**src/rtl/chop_pkg.sv**
```systemverilog
// Shared types for the constant off-time chopper.
// Assumes a bridge made of exactly two legs.
package chop_pkg;

    localparam int NUM_LEGS = 2;

    // Drive state requested for, or applied to, one leg.
    typedef enum logic [1:0] {
        LEG_OFF = 2'b00,
        LEG_HI  = 2'b01,
        LEG_LO  = 2'b10
    } leg_drive_e;

    // Chopping phase of the bridge.
    typedef enum logic {
        PH_ON  = 1'b0,
        PH_OFF = 1'b1
    } chop_phase_e;

endpackage

```
**src/rtl/chop_leg_gate.sv**
```systemverilog
// One bridge leg with dead-time insertion.
// Follows the requested drive state. Any change first turns both gates off.
// A gate turns on only after DEAD_CYC consecutive cycles with both gates off.
// Assumes DEAD_CYC >= 1. The counter starts from zero at reset.
module chop_leg_gate
    import chop_pkg::*;
#(
    parameter int DEAD_CYC = 4
) (
    input  logic       clk,
    input  logic       rst_n,
    input  leg_drive_e req_i,
    output logic       hs_o,
    output logic       ls_o
);

    localparam int DCNT_W = $clog2(DEAD_CYC + 1);
    localparam logic [DCNT_W-1:0] DEAD_LAST = DCNT_W'(DEAD_CYC - 1);

    leg_drive_e        drv_q;
    logic [DCNT_W-1:0] dark_q;

    // Applied drive state and count of cycles with both gates off.
    always_ff @(posedge clk) begin
        if (!rst_n) begin
            drv_q  <= LEG_OFF;
            dark_q <= '0;
        end else if (drv_q != LEG_OFF) begin
            if (req_i != drv_q) begin
                drv_q  <= LEG_OFF;
                dark_q <= '0;
            end
        end else begin
            if (dark_q != DEAD_LAST) begin
                dark_q <= dark_q + 1'b1;
            end
            if (dark_q == DEAD_LAST && req_i != LEG_OFF) begin
                drv_q <= req_i;
            end
        end
    end

    // Decode the gate enables straight from the state flop.
    assign hs_o = (drv_q == LEG_HI);
    assign ls_o = (drv_q == LEG_LO);

endmodule

```
**src/rtl/chop_blank_win.sv**
```systemverilog
// Comparator blanking window.
// Active in the cycle a low-side gate is first seen high and for BLANK_CYC-1 cycles after.
// Assumes BLANK_CYC >= 1.
module chop_blank_win
    import chop_pkg::*;
#(
    parameter int BLANK_CYC = 6
) (
    input  logic                clk,
    input  logic                rst_n,
    input  logic [NUM_LEGS-1:0] ls_on_i,
    output logic                blank_o
);

    localparam int BCNT_W = $clog2(BLANK_CYC + 1);
    localparam logic [BCNT_W-1:0] BLANK_LAST = BCNT_W'(BLANK_CYC - 1);

    logic [NUM_LEGS-1:0] ls_prev_q;
    logic [BCNT_W-1:0]   left_q;
    logic                ls_rise;

    assign ls_rise = |(ls_on_i & ~ls_prev_q);
    assign blank_o = ls_rise || (left_q != '0);

    // Remember the low-side gates to find their rising edges.
    always_ff @(posedge clk) begin
        if (!rst_n) begin
            ls_prev_q <= '0;
        end else begin
            ls_prev_q <= ls_on_i;
        end
    end

    // Count the remaining masked cycles after a rising edge.
    always_ff @(posedge clk) begin
        if (!rst_n) begin
            left_q <= '0;
        end else if (ls_rise) begin
            left_q <= BLANK_LAST;
        end else if (left_q != '0) begin
            left_q <= left_q - 1'b1;
        end
    end

endmodule

```
**src/rtl/chop_offtime_seq.sv**
```systemverilog
// Phase sequencer and one-shot timer.
// Decides the per-leg drive request from the enable, the direction bits and the phase.
// The off period is started combinationally, so the legs react at the next edge.
// It lasts TOFF_CYC cycles and cannot be restarted while running.
// Assumes TOFF_CYC > DEAD_CYC so that slow decay actually engages.
module chop_offtime_seq
    import chop_pkg::*;
#(
    parameter int TOFF_CYC = 20
) (
    input  logic                clk,
    input  logic                rst_n,
    input  logic                en_i,
    input  logic [NUM_LEGS-1:0] dir_i,
    input  logic                over_i,
    input  logic [NUM_LEGS-1:0] ls_on_i,
    input  logic                blank_i,
    output leg_drive_e          req_o [NUM_LEGS],
    output logic                off_phase_o
);

    localparam int TCNT_W = $clog2(TOFF_CYC + 1);
    localparam logic [TCNT_W-1:0] TOFF_LAST = TCNT_W'(TOFF_CYC - 1);

    chop_phase_e       phase_q;
    logic [TCNT_W-1:0] tleft_q;
    logic              split_drive;
    logic              fire;
    logic              expire;
    logic              hold_decay;

    assign split_drive = dir_i[0] ^ dir_i[1];
    assign fire        = en_i && (phase_q == PH_ON) && split_drive &&
                         (|ls_on_i) && !blank_i && over_i;
    assign expire      = (phase_q == PH_OFF) && (tleft_q == '0);
    assign hold_decay  = fire || ((phase_q == PH_OFF) && !expire);
    assign off_phase_o = (phase_q == PH_OFF);

    // Per-leg request: off, slow decay on both high sides, or the direction pattern.
    always_comb begin
        for (int k = 0; k < NUM_LEGS; k++) begin
            if (!en_i) begin
                req_o[k] = LEG_OFF;
            end else if (hold_decay) begin
                req_o[k] = LEG_HI;
            end else begin
                req_o[k] = dir_i[k] ? LEG_HI : LEG_LO;
            end
        end
    end

    // Phase register and one-shot countdown.
    always_ff @(posedge clk) begin
        if (!rst_n) begin
            phase_q <= PH_ON;
            tleft_q <= '0;
        end else if (!en_i) begin
            phase_q <= PH_ON;
            tleft_q <= '0;
        end else if (fire) begin
            phase_q <= PH_OFF;
            tleft_q <= TOFF_LAST;
        end else if (phase_q == PH_OFF) begin
            if (expire) begin
                phase_q <= PH_ON;
            end else begin
                tleft_q <= tleft_q - 1'b1;
            end
        end
    end

endmodule

```
**src/rtl/chop_bridge_ctrl.sv**
```systemverilog
// Top of the constant off-time chopper for one H-bridge.
// Connects the phase sequencer, the blanking window and one dead-time leg per side.
// Assumes the comparator flag is already synchronous to clk.
module chop_bridge_ctrl #(
    parameter int TOFF_CYC  = 20,
    parameter int DEAD_CYC  = 4,
    parameter int BLANK_CYC = 6
) (
    input  logic       clk,
    input  logic       rst_n,
    input  logic       en_i,
    input  logic [1:0] dir_i,
    input  logic       over_i,
    output logic [1:0] gate_hs_o,
    output logic [1:0] gate_ls_o,
    output logic       off_phase_o
);
    import chop_pkg::*;

    leg_drive_e leg_req [NUM_LEGS];
    logic       blank;

    chop_offtime_seq #(
        .TOFF_CYC (TOFF_CYC)
    ) u_seq (
        .clk         (clk),
        .rst_n       (rst_n),
        .en_i        (en_i),
        .dir_i       (dir_i),
        .over_i      (over_i),
        .ls_on_i     (gate_ls_o),
        .blank_i     (blank),
        .req_o       (leg_req),
        .off_phase_o (off_phase_o)
    );

    chop_blank_win #(
        .BLANK_CYC (BLANK_CYC)
    ) u_blank (
        .clk     (clk),
        .rst_n   (rst_n),
        .ls_on_i (gate_ls_o),
        .blank_o (blank)
    );

    // One dead-time leg per bridge side.
    for (genvar k = 0; k < NUM_LEGS; k++) begin : g_leg
        chop_leg_gate #(
            .DEAD_CYC (DEAD_CYC)
        ) u_leg (
            .clk   (clk),
            .rst_n (rst_n),
            .req_i (leg_req[k]),
            .hs_o  (gate_hs_o[k]),
            .ls_o  (gate_ls_o[k])
        );
    end

endmodule

```
**config.mk**
```make
export PLATFORM = sky130hd
export DESIGN_NAME = chop_bridge_ctrl
export DESIGN_NICKNAME = d
export VERILOG_FILES = /design/src/rtl/chop_pkg.sv /design/src/rtl/chop_leg_gate.sv /design/src/rtl/chop_blank_win.sv /design/src/rtl/chop_offtime_seq.sv /design/src/rtl/chop_bridge_ctrl.sv
export SDC_FILE = /design/constraint.sdc
export NUM_CORES = 1
export LEC_CHECK = 0
export BUFFER_PORTS_ARGS = -buffer_cell sky130_fd_sc_hd__buf_4
export CAP_MARGIN = 15
export CORE_UTILIZATION = 55
export DETAILED_ROUTE_END_ITERATION = 7
export GPL_TIMING_DRIVEN = 0
export PLACE_DENSITY = 0.74
export SYNTH_ARGS = -nofsm -noshare
export SYNTH_HDL_FRONTEND = slang
export SYNTH_SLANG_ARGS = --single-unit
```
**constraint.sdc**
```tcl
create_clock -name clk -period 3.2 [get_ports clk]
set_clock_uncertainty 0.05 [all_clocks]
set_input_delay 0.48 -clock clk [delete_from_list [all_inputs] [get_ports clk]]
set_output_delay 0.48 -clock clk [all_outputs]
set_load 0.005 [all_outputs]
```
# Yosys cells after proc, flatten, opt, wreduce, memory -nomap -nowiden
# Index checks and enable logic that the tools add are counted.
# op_classes
n_eq_ne,13
addsub,4
bitwise,7
n_reduce_logical,36
n_mux,26
# ops
op,n
2-to-1 mux 2 bit,12
2-to-1 mux 3 bit,8
nonzero test 2 bit,10
2-to-1 mux 5 bit,3
AND reduction 2 bit,7
logical AND 1 bit,9
adder 3 x 1 -> 3 bit (second input constant),2
== test 3 x 2 -> 1 bit (second input constant),2
!= test 3 x 2 -> 1 bit (second input constant),2
OR reduction 3 bit,2
zero test 5 bit,1
subtractor 5 x 1 -> 5 bit (second input constant),1
== test 2 x 1 -> 1 bit (second input constant),2
== test 2 bit (second input constant),2
!= test 2 bit,2
!= test 2 bit (second input constant),2
inverter 1 bit,4
OR reduction 2 bit,2
2-to-1 mux 1 bit,3
nonzero test 3 bit,1
subtractor 3 x 1 -> 3 bit (second input constant),1
bitwise AND 2 bit,1
zero test 1 bit,2
logical OR 1 bit,2
3 further kinds,3
# totals
inputBits,6
register_bits,21
elab_cells,96

# Longest topological paths before layout
# logic_depth
word_depth,14
mapped_depth,7
ltp_nobuf,7

# Hierarchy
# A second synthesis with hierarchy kept.
# hier_totals
cells_unflattened,140
hier_area_um2,1214.9
# by_module_without_submodules
mod,area_per_inst_um2,n_inst,seq_area_each_um2,cells_each
chop_leg_gate,306.5,2,100.1,35
chop_offtime_seq,361.6,1,120.1,45
chop_blank_win,240.2,1,100.1,25

# Worst setup path after synthesis
# OpenSTA, ideal clock, no wires.
# synth_timing
path_kind,reg2reg
start,register u_blank.left_q[0]
end,register g_leg[1].u_leg.drv_q[0]
path_buffers,0
slack_ns,1.412
t_arrival_ns,1.634
path_stages_with_launch,8
required_time_ns,3.047
period_less_slack_ns,1.788
cell_sequence,dfxtp_1 -> inv_1 -> ha_1 -> ha_1 -> and4b_1 -> and4_4 -> a21oi_4 -> a2111oi_2
# synth_between
elab_chain_cells,12
elab_cells_between_ends,16
classes_between,eq/ne: 2; mux: 4; reduce/logical: 10
# synth_lines
element,line,rtl
from (decl),chop_blank_win.sv:19,logic [BCNT_W-1:0] left_q;
from (signal assigned),chop_blank_win.sv:41,left_q <= left_q - 1'b1;
nonzero test 3 bit *,chop_blank_win.sv:23,assign blank_o = ls_rise || (left_q != '0);
logical OR 1 bit *,chop_blank_win.sv:23,
zero test 1 bit *,chop_offtime_seq.sv:34,(|ls_on_i) && !blank_i && over_i;
logical AND 1 bit * (2 in a row),chop_offtime_seq.sv:34,
logical OR 1 bit *,chop_offtime_seq.sv:36,assign hold_decay = fire || ((phase_q == PH_OFF) && !expire);
2-to-1 mux 2 bit *,chop_offtime_seq.sv:44,end else if (hold_decay) begin
2-to-1 mux 2 bit *,chop_offtime_seq.sv:42,if (!en_i) begin
nonzero test 2 bit,chop_leg_gate.sv:37,if (dark_q == DEAD_LAST && req_i != LEG_OFF) begin
logical AND 1 bit,chop_leg_gate.sv:37,
nonzero test 2 bit (no line),n/a,
AND reduction 2 bit (no line),n/a,
to (signal assigned),chop_leg_gate.sv:38,drv_q <= req_i;
to (decl),chop_leg_gate.sv:20,leg_drive_e drv_q;
# Mark *: on every way between the ends. The rest lies on a longest branch, timed or not. The select of a mux whose other input is x is not followed.
# A chain may end at the register's enable or synchronous reset.

# Worst setup path after layout
# layout_timing
start,register g_leg[0].u_leg.drv_q[0]
end,output port gate_ls_o[0]
# layout_between
elab_chain_cells,1
# layout_lines
element,line,rtl
from (decl),chop_leg_gate.sv:20,
from (signal assigned),chop_leg_gate.sv:38,
== test 2 bit,chop_leg_gate.sv:45,assign ls_o = (drv_q == LEG_LO);
to (decl),chop_bridge_ctrl.sv:15,"output logic [1:0] gate_ls_o,"
# Every way passes these cells.

==> summary.md <==
| Metric | Value |
|---|---|
| Synth unique cells | 42 |
| Std cell rows | 16 |
| Total core area | 0.002062 mm² |
| Pins over their slew limit | 0 |
| Compound-Gate Fraction of Synth Area | 20.67% |
| Yosys Warn Count | 0 |
| Crit. End Element | primary output |
| Commonest non-fill, non-tap cells in the layout | dfxtp_1, inv_1, a21oi_1 |
| Setup violations, final | 0 |
| Sequential element share of the synthesized area | around 33% |
| Via count | around 1100 |
| Max Cap Violations | 0 |
| Post-synthesis mux area share | 0.7913% |
| Setup repair bufs after CTS | 0 |
| Post-Synth Adder-Cell Area | between 8 and 9% |
| Port Buf Inserts | 9 |
| TritonCTS buffer count | 3 |
| Hold wc startpoint | rst_n |
| Die height | 49.96 µm |
| Power Density | 389.5 mW/mm² |
| Outcome | finished clean |
| TritonCTS clock tree | done |
| Vias/cell | 5.694 |
| Crit path kind | flip-flop to primary output |
| Synth Instances | 146 |
| Setup crit start kind | flip-flop |
| Total GRT Usage | 22.27% |
| Commonest non-fill, non-tap cell in the layout | dfxtp_1 |
| Area of the die | 0.002496 mm² |
| WHS | 0.4048 ns |
| Final HPWL DP | 1929 µm |
| Yosys reg bits | 21 |
| Post-Synth XOR/XNOR Area | 4.154% |
| CP arrival | 1.50 ns |
| Unrepaired setup endpoints after global routing | no |
| Ports | 11 |
| Max Root-Sink Buffers | 2 |
| Antenna Cells | 0 |
| Minimum clock period | 2.028 ns |
| Largest net degree at the start of global routing | 12 |
| DP Worst Slack | 1.219 ns |
| Antenna violations before repair | 0 |
| Post-route DRC | 0 |
| Worst setup margin | around 1.2 ns |
| Fmax | just under 500 MHz |
| Simple-Gate Fraction of Synth Area | 23.64% |
| Die W | 49.96 µm |
| Post-CTS sizing | 0 |
| R2r startpoint | u_blank.left_q[0] |
| Vias in the first global route | 1022 |
| Hold buffer count at CTS | 0 |
| Starting density of the core | between 60% and 70% |
| Hold crit path type | primary input to flip-flop |
| Synth Flop Type | dfxtp_1 |
| Starting DRT DRC Count | 18 |
| Final Util | 67.54% |
| Sink Count | 21 |
| Mapped Avg Cell Area | 8.664 µm² |
| Clock-pin slew on the worst setup and hold paths | 0.12 ns |
| Post-Syn Area | 0.001265 mm² |
| Synth Net Count | 161 |
| Hold Vio Cnt, Final | 0 |
| Leak | approximately 0.00056 µW |
| Layout cells sized above 1 | roughly a fifth |
| Final instance area | 0.001393 mm² |
| Avg WL per Cell | between 10 and 15 µm |
| Worst skew pair latency | 0.31 ns |
| Global-route wire length before repair | 4264 µm |
| Fin crit share | 63.36% |
| Required @ worst endpoint | 2.67 ns |
| Largest family of logic cells by synthesized area | simple AND/OR/NAND/NOR gates |
| Post-DP Area | 0.001366 mm² |
| CTS Root Cell | clkbuf_4 |
| Setup tns final | 0 ns |
| Antenna viol nets, final | 0 |
| H-tree levels | 1 |
| Drt first pass iters | 4 |
| Post-synth EDFFs | 0 |
| Slew headroom | 63.34% |
| Final WL | 2475 µm |
| GRT Residual Overflow | 0 |
| VDD IR max | just over 0.3 mV |
| Placer Congestion | 0.7945 |
| Worst Tran Pin Value | 0.5423 ns |
| CP max FO | 9 |
| Flop2flop setup slack | 1.20 ns |
| Worst setup path startpoint | g_leg[0].u_leg.drv_q[0] |
| FFs w/ async S/R, synth | 0% |
| Nets | 175 |
| Synth-to-layout area growth | 10.09% |
[path summary, 6_finish.rpt]
kind                                    to  depth (start not counted)
setup reg to reg   g_leg[1].u_leg.drv_q[0]                          7
hold reg to reg   g_leg[0].u_leg.dark_q[0]                          1
setup / recovery              gate_ls_o[0]                          5
hold / removal    g_leg[1].u_leg.dark_q[2]                          3
[flip-flops by register name, summed over array words and instances (netlist names)]
register and cells:
g_leg.u_leg.dark_q 6, u_seq.off_phase_o 1, u_seq.tleft_q 5, g_leg.u_leg.drv_q 4, u_blank.ls_prev_q 2, u_blank.left_q 3
[worst max-delay path, stage by stage (launching register included)]
cell      delay [ns]
dfxtp_1         0.32
clkbuf_1        0.26
nand2b_1        0.26
inv_1           0.09
buf_4           0.13
buf_4           0.12
[Yosys cell counts, types with 2 or more instances]
| master | number | area [µm²] |
|---|---|---|
| buf_4 | 4 | 30.03 |
| nand2b_1 | 4 | 25.02 |
| dfxtp_1 | 21 | 420.4 |
| o21ai_0 | 6 | 30.03 |
| nor3_1 | 8 | 40.04 |
| nand3_1 | 4 | 20.02 |
| buf_2 | 3 | 15.01 |
| a21oi_1 | 15 | 75.07 |
| a2bb2oi_2 | 2 | 30.03 |
| xor2_1 | 5 | 43.79 |
| nor2_1 | 9 | 33.78 |
| or3b_1 | 2 | 17.52 |
| a31oi_1 | 3 | 18.77 |
| nor4_1 | 2 | 12.51 |
| inv_1 | 16 | 60.06 |
| nand3b_1 | 2 | 15.01 |
| nand2_1 | 6 | 22.52 |
| nand4_2 | 2 | 25.02 |
| ha_1 | 9 | 112.6 |
[cells by family (layout without fill, tap and decap cells)]
kind of cell | count (synthesis) | in the layout
adder cells (fa/ha/maj) | 9 | 9
buffers and inverters | 24 | 37
multiplexers | 1 | 1
flip-flops | 21 | 21
AND/OR/NAND/NOR | 50 | 50
XOR/XNOR | 6 | 6
AO/OA/AOI/OAI | 35 | 35
[per-layer routing]
layer	track usage (%)	vias up	wire, µm
met5	0	-	0
met1	25.90	494	1139
met2	41.44	18	1225
met4	7.143	0	32
li1	-	545	-
met3	2.778	2	77
[area by class of cell]
type                            instances  area, µm²
Buffer                                  8      48.80
Clock buffer                            4      26.28
Fill cell                             177      669.4
Inverter                               16      60.06
Multi-Input combinational cell        101      735.7
Sequential cell                        21      420.4
Tap cell                               27      33.78
Timing Repair Buffer                    9      67.56
[power breakdown]
part	internal, µW	switching, µW	total (µW)
clock network	48.8	81.5	130
registers	278	9.10	287
logic	55.8	68.9	125
[stage by stage]
stage                     cells  total power (µW)
after floorplan             146             390.5
after global placement      182             411.5
after detailed placement    182             419.2
after CTS                   186             547.8
after global routing        186             582.6
final                       186             542.5
Note: power is estimated with default switching activity, not from simulation.
